==> src/rtl/iwr_pkg.sv <==
// Shared constants, types and arithmetic helpers of the interleaved window router.
// Assumes a data path of exactly 8 byte lanes and host addresses of at most 64 bits.
package iwr_pkg;

    localparam int unsigned DATA_W         = 64;
    localparam int unsigned MAX_BYTES      = DATA_W / 8;
    localparam int unsigned GRAN_BASE_SH   = 8;   // 256-byte minimum granule
    localparam int unsigned GRAN_ENC_MAX   = 6;   // 16 KiB maximum granule
    localparam int unsigned SIZE_ALIGN_SH  = 28;  // 256 MiB window size step

    // Port count split into 2^pow or 3*2^pow
    typedef struct packed {
        logic       legal;
        logic       tri_f;
        logic [1:0] pow;
        logic [3:0] count;
    } ways_dec_t;

    // Split a port count into its power-of-two and factor-of-three parts
    function automatic ways_dec_t decode_ways(input logic [3:0] w);
        ways_dec_t d;
        d.legal = 1'b1;
        d.tri_f = 1'b0;
        d.pow   = 2'd0;
        d.count = w;
        case (w)
            4'd1:    d.pow = 2'd0;
            4'd2:    d.pow = 2'd1;
            4'd4:    d.pow = 2'd2;
            4'd8:    d.pow = 2'd3;
            4'd3:    begin d.tri_f = 1'b1; d.pow = 2'd0; end
            4'd6:    begin d.tri_f = 1'b1; d.pow = 2'd1; end
            4'd12:   begin d.tri_f = 1'b1; d.pow = 2'd2; end
            default: d.legal = 1'b0;
        endcase
        return d;
    endfunction

    // Residue of v modulo 3: even bits weigh 1, odd bits weigh 2 (since 2 = -1 mod 3)
    function automatic logic [1:0] residue3(input logic [63:0] v);
        logic [2:0] r;
        r = 3'd0;
        for (int i = 0; i < 64; i++) begin
            if (v[i]) begin
                r = r + ((i % 2 == 0) ? 3'd1 : 3'd2);
                if (r >= 3'd3) r = r - 3'd3;
            end
        end
        return r[1:0];
    endfunction

    // Byte-lane mask keeping the lowest sz bytes
    function automatic logic [DATA_W-1:0] lane_mask(input logic [3:0] sz);
        logic [DATA_W-1:0] m;
        for (int b = 0; b < MAX_BYTES; b++) begin
            m[b*8 +: 8] = (4'(b) < sz) ? 8'hFF : 8'h00;
        end
        return m;
    endfunction

endpackage

==> src/rtl/iwr_cfg_check.sv <==
// Checks the static window configuration and decodes the port count.
// Assumes the configuration is quasi-static; the check is purely combinational.
module iwr_cfg_check
    import iwr_pkg::*;
#(
    parameter int unsigned AW    = 40,
    parameter int unsigned NPORT = 12
) (
    input  logic [AW-1:0] cfg_size,
    input  logic [3:0]    cfg_ways,
    input  logic [2:0]    cfg_gran,
    output ways_dec_t     ways_dec,
    output logic          cfg_err
);

    logic size_bad;
    logic gran_bad;
    logic ways_bad;

    // Flag each illegal setting and merge them into one error
    always_comb begin
        ways_dec = decode_ways(cfg_ways);
        size_bad = |cfg_size[SIZE_ALIGN_SH-1:0];
        gran_bad = (cfg_gran > 3'(GRAN_ENC_MAX));
        ways_bad = !ways_dec.legal || (32'(cfg_ways) > NPORT);
        cfg_err  = size_bad | gran_bad | ways_bad;
    end

endmodule

==> src/rtl/iwr_port_select.sv <==
// Computes the target port index as (hpa / granule) mod port count in one cycle.
// Assumes ways_dec is legal whenever the index is used; counts 3, 6, 12 use a residue circuit.
module iwr_port_select
    import iwr_pkg::*;
#(
    parameter int unsigned AW   = 40,
    parameter int unsigned IDXW = 4
) (
    input  logic            clk,
    input  logic            rst_n,
    input  logic [AW-1:0]   hpa,
    input  logic [2:0]      cfg_gran,
    input  ways_dec_t       ways_dec,
    input  logic            cfg_err,
    output logic [IDXW-1:0] port_idx
);

    logic [AW-1:0] granule_no;
    logic [AW-1:0] upper;
    logic [AW-1:0] low_mask;
    logic [1:0]    res3;
    logic [AW-1:0] idx_wide;

    // Granule number, power-of-two part and residue of the rest
    always_comb begin
        granule_no = hpa >> (GRAN_BASE_SH + 32'(cfg_gran));
        upper      = granule_no >> ways_dec.pow;
        low_mask   = (AW'(1) << ways_dec.pow) - AW'(1);
        res3       = residue3(64'(upper));
        if (ways_dec.tri_f) begin
            idx_wide = (AW'(res3) << ways_dec.pow) | (granule_no & low_mask);
        end else begin
            idx_wide = granule_no & low_mask;
        end
        port_idx = idx_wide[IDXW-1:0];
    end

    // a legal configuration never selects a port beyond the count
    a_r5_idx_in_range: assert property (@(posedge clk) disable iff (!rst_n)
        !cfg_err |-> (32'(port_idx) < 32'(ways_dec.count)));

endmodule

==> src/rtl/iwr_completion.sv <==
// Registers one completion per request, applying the unclaimed-access policy.
// Assumes claim and read data are valid in the request cycle.
module iwr_completion
    import iwr_pkg::*;
(
    input  logic              clk,
    input  logic              rst_n,
    input  logic              req_valid,
    input  logic              req_write,
    input  logic              claimed,
    input  logic [DATA_W-1:0] sel_rdata,
    input  logic [DATA_W-1:0] mask,
    output logic              cpl_valid,
    output logic [DATA_W-1:0] cpl_rdata,
    output logic              cpl_err
);

    // Capture the completion: claimed reads carry data, unclaimed reads error, writes never do
    always_ff @(posedge clk) begin
        if (!rst_n) begin
            cpl_valid <= 1'b0;
            cpl_rdata <= '0;
            cpl_err   <= 1'b0;
        end else begin
            cpl_valid <= req_valid;
            cpl_rdata <= (req_valid && !req_write && claimed) ? (sel_rdata & mask) : '0;
            cpl_err   <= req_valid && !req_write && !claimed;
        end
    end

    // an error completion never carries data
    a_r7_err_no_data: assert property (@(posedge clk) disable iff (!rst_n)
        (cpl_valid && cpl_err) |-> (cpl_rdata == '0));

    // a write request always completes without error
    a_r8_write_no_err: assert property (@(posedge clk) disable iff (!rst_n)
        (req_valid && req_write) |=> (cpl_valid && !cpl_err));

    // no completion follows an idle cycle
    a_r10_idle_quiet: assert property (@(posedge clk) disable iff (!rst_n)
        !req_valid |=> !cpl_valid);

endmodule

==> src/rtl/iw_window_router.sv <==
// Routes window-relative memory accesses to one of NPORT interleaved host-bridge ports.
// Assumes each port answers claim and read data combinationally in the request cycle.
module iw_window_router
    import iwr_pkg::*;
#(
    parameter int unsigned AW    = 40,
    parameter int unsigned NPORT = 12
) (
    input  logic                    clk,
    input  logic                    rst_n,
    input  logic [AW-1:0]           cfg_base,
    input  logic [AW-1:0]           cfg_size,
    input  logic [3:0]              cfg_ways,
    input  logic [2:0]              cfg_gran,
    output logic                    cfg_err,
    input  logic                    req_valid,
    input  logic                    req_write,
    input  logic [AW-1:0]           req_addr,
    input  logic [3:0]              req_size,
    input  logic [63:0]             req_wdata,
    output logic [NPORT-1:0]        fwd_valid,
    output logic                    fwd_write,
    output logic [AW-1:0]           fwd_addr,
    output logic [3:0]              fwd_size,
    output logic [63:0]             fwd_wdata,
    input  logic [NPORT-1:0]        fwd_claim,
    input  logic [NPORT*64-1:0]     fwd_rdata,
    output logic                    cpl_valid,
    output logic [63:0]             cpl_rdata,
    output logic                    cpl_err
);

    localparam int unsigned IDXW = (NPORT > 1) ? $clog2(NPORT) : 1;

    ways_dec_t         ways_dec;
    logic [AW-1:0]     hpa;
    logic [IDXW-1:0]   port_idx;
    logic              size_ok;
    logic              in_window;
    logic              route_ok;
    logic              claimed;
    logic [DATA_W-1:0] mask;
    logic [DATA_W-1:0] sel_rdata;
    logic [DATA_W-1:0] port_rd [NPORT];

    iwr_cfg_check #(.AW(AW), .NPORT(NPORT)) u_cfg (
        .cfg_size (cfg_size),
        .cfg_ways (cfg_ways),
        .cfg_gran (cfg_gran),
        .ways_dec (ways_dec),
        .cfg_err  (cfg_err)
    );

    // Translate to host physical address and qualify the request
    always_comb begin
        hpa       = cfg_base + req_addr;
        size_ok   = (req_size != 4'd0) && (req_size <= 4'(MAX_BYTES));
        in_window = (req_addr < cfg_size);
        route_ok  = req_valid && !cfg_err && size_ok && in_window;
        mask      = lane_mask(req_size);
    end

    iwr_port_select #(.AW(AW), .IDXW(IDXW)) u_sel (
        .clk      (clk),
        .rst_n    (rst_n),
        .hpa      (hpa),
        .cfg_gran (cfg_gran),
        .ways_dec (ways_dec),
        .cfg_err  (cfg_err),
        .port_idx (port_idx)
    );

    // One strobe and one read lane per port
    for (genvar p = 0; p < NPORT; p++) begin : g_port
        assign fwd_valid[p] = route_ok && (port_idx == IDXW'(p));
        assign port_rd[p]   = fwd_rdata[p*DATA_W +: DATA_W];
    end

    // Shared forward bus and claim lookup at the selected port
    always_comb begin
        fwd_write = req_write;
        fwd_addr  = hpa;
        fwd_size  = req_size;
        fwd_wdata = req_wdata & mask;
        if (32'(port_idx) < NPORT) begin
            claimed   = route_ok && fwd_claim[port_idx];
            sel_rdata = port_rd[port_idx];
        end else begin
            claimed   = 1'b0;
            sel_rdata = '0;
        end
    end

    iwr_completion u_cpl (
        .clk       (clk),
        .rst_n     (rst_n),
        .req_valid (req_valid),
        .req_write (req_write),
        .claimed   (claimed),
        .sel_rdata (sel_rdata),
        .mask      (mask),
        .cpl_valid (cpl_valid),
        .cpl_rdata (cpl_rdata),
        .cpl_err   (cpl_err)
    );

    // an illegal configuration blocks every forward strobe
    a_r3_err_blocks: assert property (@(posedge clk) disable iff (!rst_n)
        cfg_err |-> (fwd_valid == '0));

    // at most one port is strobed per cycle
    a_r5_one_port: assert property (@(posedge clk) disable iff (!rst_n)
        $onehot0(fwd_valid));

    // an illegal size is never forwarded
    a_r9_bad_size: assert property (@(posedge clk) disable iff (!rst_n)
        ((req_size == 4'd0) || (req_size > 4'd8)) |-> (fwd_valid == '0));

endmodule

==> config.mk <==
export PLATFORM = sky130hd
export DESIGN_NAME = iw_window_router
export DESIGN_NICKNAME = d
export VERILOG_FILES = /design/src/rtl/iwr_pkg.sv /design/src/rtl/iwr_cfg_check.sv /design/src/rtl/iwr_port_select.sv /design/src/rtl/iwr_completion.sv /design/src/rtl/iw_window_router.sv
export SDC_FILE = /design/constraint.sdc
export NUM_CORES = 1
export LEC_CHECK = 0
export BUFFER_PORTS_ARGS = -buffer_cell sky130_fd_sc_hd__buf_2
export CORE_AREA = 4 4 449 451
export CTS_CLUSTER_SIZE = 25
export DETAILED_ROUTE_END_ITERATION = 8
export DIE_AREA = 0 0 453 455
export GPL_ROUTABILITY_DRIVEN = 1
export PLACE_DENSITY = 0.3
export SYNTH_ARGS = -nofsm -noshare
export SYNTH_HDL_FRONTEND = slang
export SYNTH_SLANG_ARGS = --single-unit
export TNS_END_PERCENT = 5
==> constraint.sdc <==
create_clock -name clk -period 52.6 [get_ports clk]
set_input_delay 0 -clock clk [delete_from_list [all_inputs] [get_ports clk]]
set_output_delay 0 -clock clk [all_outputs]
set_load 0.01 [all_outputs]
# Word level (Yosys, flattened, before mapping)

Cells that the tools add are included.

Latch bits: 0
Memory bits (writable): 0
Register bits: 66
Memories: 0
ROM bits: 0

Multiplexer cells: 98
Reduce and logical (&&, ||, !) cells: 33
Shifts and indexed selects: 4
$mul: 0
Eq/ne operators: 18
Magnitude comparators: 54
Bitwise operators: 7
Divide/modulo/power cells: 0
$add $sub $neg: 81

Operators by type and width:

| operator                                                          | count |
|---|---|
| binary-select mux 64 bit (select 4 bit)                           | 1 |
| two-way mux 3 bit                                                 | 76 |
| two-way mux 64 bit                                                | 3 |
| bitwise AND 64 bit                                                | 2 |
| greater-or-equal comparator 3 x 2 -> 1 bit, second input constant | 39 |
| subtractor 3 x 2 -> 3 bit, second input constant                  | 38 |
| two-way mux 8 bit                                                 | 8 |
| adder 3 x 1 -> 3 bit, second input constant                       | 19 |
| adder 3 x 2 -> 3 bit, second input constant                       | 19 |
| adder 40 bit                                                      | 1 |
| less-than comparator 40 bit                                       | 1 |
| right shift 40 x 2 -> 40 bit                                      | 1 |
| right shift 40 x 5 -> 40 bit                                      | 1 |
| OR reduction 28 bit                                               | 1 |
| == test 4 x 3 -> 1 bit, second input constant                     | 6 |
| == test 4 bit, second input constant                              | 6 |
| logical AND 1 bit                                                 | 20 |
| == test 4 x 2 -> 1 bit, second input constant                     | 4 |
| less-than comparator 3 x 4 -> 1 bit, first input constant         | 4 |
| == test 4 x 1 -> 1 bit, second input constant                     | 2 |
| less-than comparator 1 x 4 -> 1 bit, first input constant         | 2 |
| less-than comparator 2 x 4 -> 1 bit, first input constant         | 2 |
| OR reduction 7 bit                                                | 1 |
| case mux 2 bit (3 select lines)                                   | 1 |
| 27 further kinds                                                  | 37 |

# Logic depth before layout (Yosys ltp)

Depth after elaboration: 170
Depth in mapped cells: 263
Mapped depth without buffers: 256

# Hierarchy

A second synthesis with hierarchy kept.

Cell total of the unflattened synthesis: 2,296
Area total of the unflattened synthesis: 19,600.0 um^2

Modules (own cells, without submodules):

| module           | times used | cells each | area each (um^2) |
|---|---|---|---|
| iw_window_router | 1          | 991        | 9,564.2 |
| iwr_port_select  | 1          | 1,139      | 8,006.4 |
| iwr_completion   | 1          | 140        | 1,851.8 |
| iwr_cfg_check    | 1          | 26         | 177.7 |

# Worst setup path after synthesis

OpenSTA, ideal clock, no wires.

Path kind: in2reg
From: input cfg_base[0]
To: register u_cpl.cpl_rdata[58]
Buffers on the path: 6
Setup slack: 7,581 ps
Required time: 52,466 ps
Cell stages on the path: 246
Arrival time: 44,885 ps
Path through: ha_1 -> fa_1 -> a21o_1 -> a221o_1 -> and3_1 -> or3_1 -> mux4_2 -> mux2_2 -> o21ai_0 -> nand2_1 -> and3_1 -> ha_1 -> nand2_1 -> nor3_1 -> nor3_2 -> inv_1 -> ha_1 -> ha_1 -> [... 210 more ...] -> nor2_1 -> nand3_1 -> a21oi_1 -> a41oi_1 -> and3_1 -> inv_1 -> ha_1 -> nor2_1 -> or4_1 -> a311oi_1 -> a221o_1 -> buf_4 -> mux2_1 -> a211o_1 -> a32oi_2 -> buf_6 -> buf_6 -> a311oi_1

Word-level cells in the longest chain between the ends: 169
Elaborated cells between the ends (all ways): 216
Classes of those cells: add/sub (79); order compare (40); shift (3); mux (87); bitwise (4); reduce/logical (3)

RTL lines:

| item                                                                                                | line                                           | source |
|---|---|---|
| start, declared                                                                                     | iw_window_router.sv:11                         | `input logic [AW-1:0] cfg_base,` |
| adder 40 bit (*)                                                                                    | iw_window_router.sv:56                         | `hpa = cfg_base + req_addr;` |
| right shift 40 x 5 -> 40 bit (*)                                                                    | iwr_port_select.sv:26                          | `granule_no = hpa >> (GRAN_BASE_SH + 32'(cfg_gran));` |
| right shift 40 x 2 -> 40 bit                                                                        | iwr_port_select.sv:27                          | `upper = granule_no >> ways_dec.pow;` |
| two-way mux 1 bit                                                                                   | iwr_pkg.sv:44                                  | `if (v[i]) begin` |
| adder 1 x 2 -> 3 bit                                                                                | iwr_pkg.sv:45                                  | `r = r + ((i % 2 == 0) ? 3'd1 : 3'd2);` |
| subtractor 3 x 2 -> 3 bit or greater-or-equal comparator 3 x 2 -> 1 bit (tied branches)             | iwr_pkg.sv:46                                  | `if (r >= 3'd3) r = r - 3'd3;` |
| two-way mux 3 bit                                                                                   | iwr_pkg.sv:46                                  |  |
| two-way mux 3 bit                                                                                   | iwr_pkg.sv:44                                  |  |
| [... 153 more ...]                                                                                  | --                                             |  |
| OR 4 bit                                                                                            | iwr_port_select.sv:31                          | `idx_wide = (AW'(res3) << ways_dec.pow) \| (granule_no & low_mask);` |
| two-way mux 4 bit (*)                                                                               | iwr_port_select.sv:30                          | `if (ways_dec.tri_f) begin` |
| inverter 4 -> 5 bit (implied by the code) or binary-select mux 1 bit (select 4 bit) (tied branches) | iw_window_router.sv:87, iw_window_router.sv:86 |  |
| binary-select mux 64 bit (select 4 bit) or two-way mux 1 bit (tied branches)                        | iw_window_router.sv:87, iw_window_router.sv:86 |  |
| two-way mux 64 bit (implied by the code) or logical AND 1 bit (tied branches)                       | iw_window_router.sv:87, iw_window_router.sv:86 |  |
| two-way mux 64 bit (implied by the code) or two-way mux 1 bit (tied branches)                       | iw_window_router.sv:87, iw_window_router.sv:85 |  |
| two-way mux 64 bit or logical AND 1 bit (tied branches)                                             | iw_window_router.sv:85, iwr_completion.sv:26   |  |
| bitwise AND 64 bit or AND reduction 2 bit (tied branches)                                           | --                                             |  |
| end signal, assigned                                                                                | iwr_completion.sv:26                           | `cpl_rdata <= (req_valid && !req_write && claimed) ? (sel_rdata & mask) : '0;` |
| end, declared                                                                                       | iwr_completion.sv:14                           | `output logic [DATA_W-1:0] cpl_rdata,` |

Mark *: on every way between the ends. The rest lies on a longest branch, timed or not. The select of a mux whose other input is x is not followed.
A chain may end at the register's enable or synchronous reset.

# Worst setup path in the final report

From: input req_addr[0]
To: register u_cpl.cpl_rdata[19]

Word-level cells in the longest chain between the ends: 169
Elaborated cells between the ends (all ways): 218
Classes of those cells: add/sub (79); order compare (41); shift (3); mux (87); bitwise (4); reduce/logical (4)

RTL lines:

| item                                                                                                | line                                           | source |
|---|---|---|
| start, declared                                                                                     | iw_window_router.sv:18                         | `input logic [AW-1:0] req_addr,` |
| adder 40 bit                                                                                        | iw_window_router.sv:56                         |  |
| right shift 40 x 5 -> 40 bit                                                                        | iwr_port_select.sv:26                          |  |
| right shift 40 x 2 -> 40 bit                                                                        | iwr_port_select.sv:27                          |  |
| two-way mux 1 bit                                                                                   | iwr_pkg.sv:44                                  |  |
| adder 1 x 2 -> 3 bit                                                                                | iwr_pkg.sv:45                                  |  |
| subtractor 3 x 2 -> 3 bit or greater-or-equal comparator 3 x 2 -> 1 bit (tied branches)             | iwr_pkg.sv:46                                  |  |
| two-way mux 3 bit                                                                                   | iwr_pkg.sv:46                                  |  |
| two-way mux 3 bit                                                                                   | iwr_pkg.sv:44                                  |  |
| [... 153 more ...]                                                                                  | --                                             |  |
| OR 4 bit                                                                                            | iwr_port_select.sv:31                          |  |
| two-way mux 4 bit                                                                                   | iwr_port_select.sv:30                          |  |
| inverter 4 -> 5 bit (implied by the code) or binary-select mux 1 bit (select 4 bit) (tied branches) | iw_window_router.sv:87, iw_window_router.sv:86 |  |
| binary-select mux 64 bit (select 4 bit) or two-way mux 1 bit (tied branches)                        | iw_window_router.sv:87, iw_window_router.sv:86 |  |
| two-way mux 64 bit (implied by the code) or logical AND 1 bit (tied branches)                       | iw_window_router.sv:87, iw_window_router.sv:86 |  |
| two-way mux 64 bit (implied by the code) or two-way mux 1 bit (tied branches)                       | iw_window_router.sv:87, iw_window_router.sv:85 |  |
| two-way mux 64 bit or logical AND 1 bit (tied branches)                                             | iw_window_router.sv:85, iwr_completion.sv:26   |  |
| bitwise AND 64 bit or AND reduction 2 bit (tied branches)                                           | --                                             |  |

Several ways; a longest one is shown, not always the timed one. The select of a mux whose other input is x is not followed.

==> reports/qor.txt <==
WL final - 163600 um
clk root buf - clkbuf_16
Total GRT Usage - 14.32%
first-pass iteration count of the detailed router - 5
via density per instance - 4.056
Core Footprint - 197200 um^2
Slew @ Worst Pin - 1350 ps
Remaining DRCs - 0
Max Buffers Root-to-Sink - 2
Initial Utilization - 10.72%
main flop type after synthesis - dfxtp_1
RePlAce Congestion - 0.9307
DRT iter0 DRCs - 1539
# H-tree levels - 3
Yosys cell types - 122
Layout Utilization - 15.54%
CTS tree - done
Slew Viols, Final - 0
largest family of logic cells by synthesized area - simple AND/OR/NAND/NOR gates
number of setup violations in the final report - 0
Syn Nets - 4007
synthesis warning total - 0
placed wire-length estimate - 139500 um
fmax - 20.20 MHz
initial antenna violation count - 75
status - finished, final reports clean
pin count of the biggest net entering global routing - 127
DRT antenna net count - 0
Post-synth EDFFs - 0
port bufs - 1166
Adder-Cell Fraction of Synth Area - 9.916%
Compound-Gate Fraction of Synth Area - 23.00%
slowest cell on the critical path - o32ai_1
DR WL/cell - 24.71 um
Num CTS Buffers - 9
Syn Area/Cell - 7.392 um^2
max_slew headroom - 9.710%
Clock Pin Slew Worst Setup and Hold Paths - 70 ps
Area Overhead vs Synth - 44.88%
Post-Synth XOR/XNOR Area - 2.148%
Crit path top cell by count - ha_1
GRT overflow - 0
final worst path period share - 94.11%
worst setup path endpoint - u_cpl.cpl_rdata[19]
I/O Pins - 1167
crit-path max cell delay - 1130 ps
final hold violation count - 0
Worst Path Required - 52840 ps
Worst setup SP type - primary input
CP max FO - 68
Die ar. - 206100 um^2
pre-CTS WS - 759.7 ps
Final WS setup - 3096 ps
fin nets - 5086
crit path time final - 49500 ps
arrival time at the worst endpoint - 49740 ps
TNS Setup - 0 ps
Vias - 26850
Synth async-reset ratio - 0%
post-route cell area - 30640 um^2
crit path kind - in2reg
Max Cap Viol - 0
Core Rows - 163
min-delay worst type - in2reg
mux share of post-synthesis cell area - 24.98%
CP startpoint - req_addr[0]
Area after DPL - 29620 um^2
crit end category - flop
die width - 453 um
clock sink count - 66
Seq cells post-synth - 66
first-pass GRT wire length - 210500 um
Mapped Cells - 2861
Post-Syn Area - 21150 um^2
Post-Synth Simple-Gate Area - 25.67%
vias in the first global route - 26420
Vert. Die Dim - 455 um
layout cells sized above 1 - 36.89%
sequential cell area fraction in the yosys report - 6.248%
-- synthesized netlist by cell type (all sizes together) (56+ instances only) --
master / number / area, um^2
nand2: 471 / 1773
mux2i: 431 / 4404
nand3: 194 / 975.9
ha: 166 / 2077
nor2: 138 / 525.5
inv: 137 / 514.3
buf: 131 / 994.7
a21oi: 110 / 554.3
o21ai: 91 / 466.7
a311oi: 72 / 655.6
dfxtp: 66 / 1321
nor2b: 57 / 356.6
and2: 56 / 350.3
-- worst min path at each step --
stage | from | to | slack (ps) | depth (start not counted)
6_report | fwd_rdata[596] | u_cpl.cpl_rdata[20] | 90 | 5
2_1_floorplan | req_size[0] | fwd_size[0] | 90 | 1
5_1_grt | fwd_rdata[614] | u_cpl.cpl_rdata[38] | 90 | 5
3_5_place_dp | req_write | fwd_write | 250 | 2
4_1_cts | fwd_rdata[577] | u_cpl.cpl_rdata[1] | 50 | 5
3_3_place_gp | req_write | fwd_write | 240 | 2
-- sequential cells by signal, summed over array words and instances (netlist names) --
| signal | flops |
|---|---|
| u_cpl.cpl_valid | 1 |
| u_cpl.cpl_rdata | 64 |
| u_cpl.cpl_err | 1 |
-- cell type report --
| cell class | instances | area (um^2) |
|---|---|---|
| timing repair buffer | 1237 | 6600 |
| tap | 2640 | 3303 |
| antenna | 36 | 90.09 |
| sequential | 66 | 1321 |
| fill | 22950 | 166600 |
| multi-input combinational | 2487 | 18520 |
| clock inverter | 3 | 40.04 |
| inverter | 139 | 521.8 |
| clock buffer | 12 | 246.5 |
-- through the flow --
| stage | instances | hold WS, ps |
|---|---|---|
| after floorplan | 2861 | 91.77 |
| after global placement | 6539 | 242.0 |
| after detailed placement | 6539 | 247.4 |
| after CTS | 6556 | 46.63 |
| after global routing | 6612 | 90.17 |
| final | 6620 | 89.79 |
-- repair_timing --
item	CTS	global route
endpoints found under the setup margin	0	77
endpoints found under the hold margin	1	0
resized for setup	0	78
buffers inserted	0	20
hold buffers	2	0
-- critical path, delay by kind of cell --
| kind | cells | cell delay, ps |
|---|---|---|
| adder cells (fa/ha/maj) | 57 | 14120 |
| buffers and inverters | 33 | 3270 |
| AND/OR/NAND/NOR | 65 | 13210 |
| multiplexers | 18 | 4670 |
| XOR/XNOR | 8 | 1480 |
| AO/OA/AOI/OAI | 60 | 12780 |
-- metal layers --
layer	wire (um)	vias up	global-route usage, %	share of wire (%)
li1	-	12860	-	-
met1	64140	12950	16.48	39
met2	84320	822	26.07	52
met3	8820	196	2.542	5.4
met4	6203	18	5.781	3.8
met5	114	-	0	0.070
-- layout by cell type, fill, tap and decap left out, drive strengths merged, types with 51 or more instances in the layout --
cell / instances
nor2: 138
a311oi: 72
inv: 137
nand3: 194
buf: 1230
and2: 58
nor3: 51
nor2b: 57
a21o: 53
ha: 166
o21ai: 91
a21oi: 110
dfxtp: 66
nand2: 471
mux2i: 431
-- cell families (layout without fill, tap and decap cells) --
logic type,Yosys count,count (layout)
buffers and inverters,312,1391
muxes,482,482
DFF,66,66
and+or+nand+nor,1144,1146
AOI/OAI and AO/OA,639,641
adders and majority gates,167,167
other,0,36
xor gates and xnor gates,51,51
Power is left out: the tool's default activity adds up to more than one toggle a clock period on the data nets, which glitch-free logic cannot reach.
